**src/rtl/pcint_pkg.sv**
```systemverilog
package pcint_pkg;

    localparam int REG_AW = 2;

    typedef enum logic [REG_AW-1:0] {
        SEL_ENABLE = 2'd0,
        SEL_POLAR  = 2'd1,
        SEL_FLAGS  = 2'd2,
        SEL_LEVEL  = 2'd3
    } reg_sel_e;

endpackage

```
**src/rtl/pcint_sync.sv**
```systemverilog
module pcint_sync #(
    parameter int W = 8
) (
    input  logic         clk,
    input  logic         rst_n,
    input  logic [W-1:0] d_i,
    output logic [W-1:0] q_o
);

    typedef struct packed {
        logic [W-1:0] meta;
        logic [W-1:0] safe;
    } sync_t;

    sync_t st_d, st_q;

    always_comb begin
        st_d      = st_q;
        st_d.meta = d_i;
        st_d.safe = st_q.meta;
    end

    always_ff @(posedge clk or negedge rst_n) begin
        if (!rst_n) st_q <= '0;
        else        st_q <= st_d;
    end

    assign q_o = st_q.safe;

endmodule

```
**src/rtl/pcint_filter.sv**
```systemverilog
module pcint_filter #(
    parameter int CYC = 4
) (
    input  logic clk,
    input  logic rst_n,
    input  logic raw_i,
    output logic lvl_o
);

    localparam int CNT_W = (CYC > 1) ? $clog2(CYC) : 1;
    localparam logic [CNT_W-1:0] LAST = CNT_W'(CYC - 1);

    typedef struct packed {
        logic             lvl;
        logic [CNT_W-1:0] cnt;
    } flt_t;

    flt_t st_d, st_q;

    always_comb begin
        st_d = st_q;
        if (raw_i == st_q.lvl) begin
            st_d.cnt = '0;
        end else if (st_q.cnt == LAST) begin
            st_d.lvl = raw_i;
            st_d.cnt = '0;
        end else begin
            st_d.cnt = st_q.cnt + 1'b1;
        end
    end

    always_ff @(posedge clk or negedge rst_n) begin
        if (!rst_n) st_q <= '0;
        else        st_q <= st_d;
    end

    assign lvl_o = st_q.lvl;

endmodule

```
**src/rtl/pcint_edge.sv**
```systemverilog
module pcint_edge #(
    parameter int W = 8
) (
    input  logic         clk,
    input  logic         rst_n,
    input  logic [W-1:0] lvl_i,
    output logic [W-1:0] rise_o,
    output logic [W-1:0] fall_o
);

    typedef struct packed {
        logic [W-1:0] prev;
    } edg_t;

    edg_t st_d, st_q;

    always_comb begin
        st_d      = st_q;
        st_d.prev = lvl_i;
    end

    always_ff @(posedge clk or negedge rst_n) begin
        if (!rst_n) st_q <= '0;
        else        st_q <= st_d;
    end

    assign rise_o = lvl_i & ~st_q.prev;
    assign fall_o = ~lvl_i & st_q.prev;

endmodule

```
**src/rtl/pcint_ctrl.sv**
```systemverilog
module pcint_ctrl
    import pcint_pkg::*;
#(
    parameter int PINS        = 8,
    parameter int FILT_CYCLES = 4
) (
    input  logic              clk,
    input  logic              rst_n,
    input  logic [PINS-1:0]   pin_i,
    input  logic [REG_AW-1:0] bus_addr,
    input  logic              bus_we,
    input  logic [PINS-1:0]   bus_wdata,
    output logic [PINS-1:0]   bus_rdata,
    output logic              irq_o,
    output logic              wake_o
);

    typedef struct packed {
        logic [PINS-1:0] en;
        logic [PINS-1:0] pol;
        logic [PINS-1:0] flag;
    } regs_t;

    regs_t rg_d, rg_q;

    logic [PINS-1:0] pin_sync;
    logic [PINS-1:0] pin_lvl;
    logic [PINS-1:0] lvl_rise;
    logic [PINS-1:0] lvl_fall;
    logic [PINS-1:0] edge_hit;
    logic [PINS-1:0] en_r;
    logic [PINS-1:0] flag_r;

    pcint_sync #(.W(PINS)) u_sync (
        .clk   (clk),
        .rst_n (rst_n),
        .d_i   (pin_i),
        .q_o   (pin_sync)
    );

    for (genvar g = 0; g < PINS; g++) begin : g_flt
        pcint_filter #(.CYC(FILT_CYCLES)) u_flt (
            .clk   (clk),
            .rst_n (rst_n),
            .raw_i (pin_sync[g]),
            .lvl_o (pin_lvl[g])
        );
    end

    pcint_edge #(.W(PINS)) u_edge (
        .clk    (clk),
        .rst_n  (rst_n),
        .lvl_i  (pin_lvl),
        .rise_o (lvl_rise),
        .fall_o (lvl_fall)
    );

    assign edge_hit = (lvl_rise & rg_q.pol) | (lvl_fall & ~rg_q.pol);

    always_comb begin
        rg_d = rg_q;
        if (bus_we) begin
            unique case (reg_sel_e'(bus_addr))
                SEL_ENABLE: rg_d.en   = bus_wdata;
                SEL_POLAR:  rg_d.pol  = bus_wdata;
                SEL_FLAGS:  rg_d.flag = rg_q.flag & ~bus_wdata;
                default:    rg_d      = rg_q;
            endcase
        end
        // a new edge is merged after the clear so it survives a same-cycle write
        rg_d.flag = rg_d.flag | edge_hit;
    end

    always_ff @(posedge clk or negedge rst_n) begin
        if (!rst_n) rg_q <= '0;
        else        rg_q <= rg_d;
    end

    assign en_r   = rg_q.en;
    assign flag_r = rg_q.flag;

    always_comb begin
        unique case (reg_sel_e'(bus_addr))
            SEL_ENABLE: bus_rdata = en_r;
            SEL_POLAR:  bus_rdata = rg_q.pol;
            SEL_FLAGS:  bus_rdata = flag_r;
            default:    bus_rdata = pin_lvl;
        endcase
    end

    assign irq_o  = |(flag_r & en_r);
    assign wake_o = |(rg_q.flag & rg_q.en);

endmodule

```
**config.mk**
```make
export PLATFORM = sky130hd
export DESIGN_NAME = pcint_ctrl
export DESIGN_NICKNAME = d
export VERILOG_FILES = /design/src/rtl/pcint_pkg.sv /design/src/rtl/pcint_sync.sv /design/src/rtl/pcint_filter.sv /design/src/rtl/pcint_edge.sv /design/src/rtl/pcint_ctrl.sv
export SDC_FILE = /design/constraint.sdc
export NUM_CORES = 1
export LEC_CHECK = 0
export BUFFER_PORTS_ARGS = -buffer_cell sky130_fd_sc_hd__clkbuf_2
export CAP_MARGIN = 0
export CORE_UTILIZATION = 45
export CTS_CLUSTER_DIAMETER = 120
export DETAILED_ROUTE_END_ITERATION = 10
export SETUP_SLACK_MARGIN = 0.5
export SLEW_MARGIN = 20
export SYNTH_ARGS = -nofsm -noshare
export SYNTH_HDL_FRONTEND = slang
export SYNTH_SLANG_ARGS = --single-unit
export TNS_END_PERCENT = 30
```
**constraint.sdc**
```tcl
create_clock -name clk -period 1.3 [get_ports clk]
set_input_delay 0.065 -clock clk [delete_from_list [all_inputs] [get_ports clk]]
set_output_delay 0.065 -clock clk [all_outputs]
set_load 0.005 [all_outputs]
```
==> metrics.yaml <==
routing:
  dr_total_vias: 1829
  drtIter0Drc: 76
  routed_wl_um: 6070
  wl_met3_um: 278
  drtPass1Iterations: 4
  wl_per_cell_um: 18.1
  top_layer: "met4"
  vias_per_cell: 5.46
  antenna_left: 0
  route.detailed.drc: 0
  met1_length_um: 2510
  wl_met2_um: 3160
timing:
  tightest_slew_ns: 0.376
  fin_ws_ns: -0.149
  fin_tns_setup_ns: -1.05
  period_share: 1.11
  finalSetupViolations: 10
  slew-limit-headroom: 0.749
  drv_slew: 0
  hold_viol: 0
  max_freq_mhz: 690
  skew_ns: 0.00470
  period_minus_slack_ns: 1.45
  rsz0062_at_grt: "yes"
logic_synthesis:
  synth_edf_count: 0
  netlist_area_um2: 2920
  async_reset_ff_frac: 1.00
  ys_ff_latch: 72
  yosysSeqAreaShare: 0.618
  synth_warnings: 0
  synthFlopType: "dfrtp_1"
  postSynthCellCount: 181
  synth.net_count: 210
  synth_area_per_cell_um2: 16.1
  yosysUniqueCellTypes: 22
worst_setup_path:
  crit_required_ns: 1.24
  endpoint_kind: "primary output"
  startpoint_type: "register"
  path_max_fanout: 3
  critPathKind: "register to primary output"
  cp.arrival_ns: 1.38
global_routing:
  grt_first_pass_wirelength_um: 9540
  overflow: 0
  grt_pass1_vias: 1969
  track_usage: 0.201
  antenna_found_initial: 0
  grt_max_degree: 73
clocking:
  cts_tree: "done"
  root_buffer: "clkbuf_8"
  cts_buffer_depth: 2
  cts.sinks: 72
  clk_latency_ns: 0.34
  clkTransAtPathRegs_ns: 0.06
  cts_buffers: 9
  htree_num_levels: 3
floorplanning:
  core_area_um2: 6100
  io_pins: 31
  start_util: 0.478
  fp.dieW_um: 82.5
  die_area_um2: 6800
  fp-row-count: 28
  die_h_um: 82.5
cells_and_area:
  n_fill_cell: 432
  antenna_cells: 0
  drive_gt1_frac: 0.515
  syn2layout_area_growth_pct: 40.0
  mostFrequentLayoutCells: "70 x dfrtp_1, 28 x clkbuf_2, 22 x mux2_4, 16 x dlygate4sd3_1, 16 x buf_6"
  layout_commonest_cell: "dfrtp_1"
  fin_cells: 335
  fin_nets: 286
flow_run:
  drv_cap: 0
hold_path:
  hp-class: "input port to register"
placement:
  numPortBuffers: 30
  dp.cells: 286
  routabilityCongestion: 0.716
  place.detailed.hpwl_um: 3430
power:
  p_leak_uw: 0.00182
  power_density_nw_per_um2: 1960
  max-vdd-ir-drop_mv: 0.992
status:
  status: "complete, but fails checks"
  violations: "setup timing"
metrics by stage:
| stage | area, um2 | hold slack, ns | worst slack, ns | util | power [uW] |
|---|---|---|---|---|---|
| finish | 4080 | 0.0171 | -0.149 | 0.669 | 7990 |
| global route | 4080 | 0.00916 | -0.196 | 0.669 | 8470 |
| CTS | 3840 | 0.00154 | -0.168 | 0.631 | 7470 |
| detailed placement | 3180 | 0.120 | 0.125 | 0.522 | 5060 |
| global placement | 3180 | 0.110 | 0.164 | 0.522 | 4870 |
| floorplan | 2930 | -0.231 | 0.267 | - | 4480 |
sequential cells by signal, indices dropped and copies added, names as in the netlist:
name	cells
rg_q	8
g_flt.u_flt.st_q	16
u_sync.q_o	8
u_sync.st_d	8
u_edge.st_q	8
en_r	8
flag_r	8
g_flt.u_flt.lvl_o	8
routing by layer:
layer	up-vias	global-route usage
met5	-	0
met4	0	0.117
met3	11	0.0516
met2	43	0.333
met1	953	0.238
li1	822	-
cell type report:
class | count | area (um2) | area share
well taps | 75 | 93.8 | 0.0230
repair buffers | 71 | 598 | 0.147
clock buffers | 13 | 149 | 0.0365
flip-flops and latches | 72 | 1800 | 0.442
multi-input cells | 103 | 1430 | 0.351
clock inverters | 1 | 5.00 | 0.00123
what timing repair did:
item | 4_1_cts | 5_1_grt
pin swaps | 22 | 24
setup buffers | 12 | 7
setup endpoints to repair | 44 | 57
endpoints found under the hold margin | 90 | 0
resized for setup | 62 | 32
hold buffers | 16 | 0
kinds of logic (layout without fill, tap and decap cells):
| family | Yosys count | after routing | share of synthesized area |
|---|---|---|---|
| multiplexers | 32 | 32 | 0.161 |
| adder cells (fa/ha/maj) | 8 | 8 | 0.0343 |
| AO/OA/AOI/OAI | 12 | 12 | 0.0378 |
| XOR/XNOR | 8 | 8 | 0.0240 |
| AND/OR/NAND/NOR | 43 | 43 | 0.106 |
| flip-flops | 72 | 72 | 0.618 |
| buffers and inverters | 6 | 85 | 0.0185 |
worst max-delay path: stages (launching register included):
cell and delay [ns]:
dfrtp_1 0.42, mux4_2 0.50, clkbuf_2 0.13
Yosys cell counts, types with 2 or more instances:
library cell  number  area (um2)
mux2_2            24         270
buf_4              2        15.0
and3b_1            5        43.8
a221o_1            8        80.1
nand4b_1           8        70.1
ha_1               8         100
nor3_1             4        20.0
buf_6              3        33.8
nor2b_1            7        43.8
a22oi_1            4        30.0
xnor2_1            4        35.0
mux4_1             5         131
dfrtp_1           72        1800
and2_1             4        25.0
nor2_1             5        18.8
mux4_2             3        67.6
xor2_1             4        35.0
nor3b_1            7        52.6
report_power, final:
group	internal, uW	total (uW)	leakage [uW]	switching [uW]
combinational	1940	2940	0.000889	1010
clock	723	1460	0.0000794	735
sequential	2950	3580	0.000851	636
total	5610	7990	0.00182	2380
final timing paths:
| path | cells after the start | from | slack [ns] | endpoint |
|---|---|---|---|---|
| max reg2reg | 3 | g_flt[0].u_flt.lvl_o | 0.21 | flag_r[0] |
| min in group asynchronous | 3 | rst_n | 0.28 | u_sync.st_d[0] |
| min reg2reg | 0 | u_sync.st_d[6] | 0.35 | u_sync.q_o[6] |
| max in group asynchronous | 3 | rst_n | 0.71 | g_flt[3].u_flt.lvl_o |
| max | 2 | flag_r[1] | -0.15 | bus_rdata[1] |
| min | 2 | bus_wdata[2] | 0.02 | en_r[2] |
No activity file was read; power rests on OpenSTA's default activity.
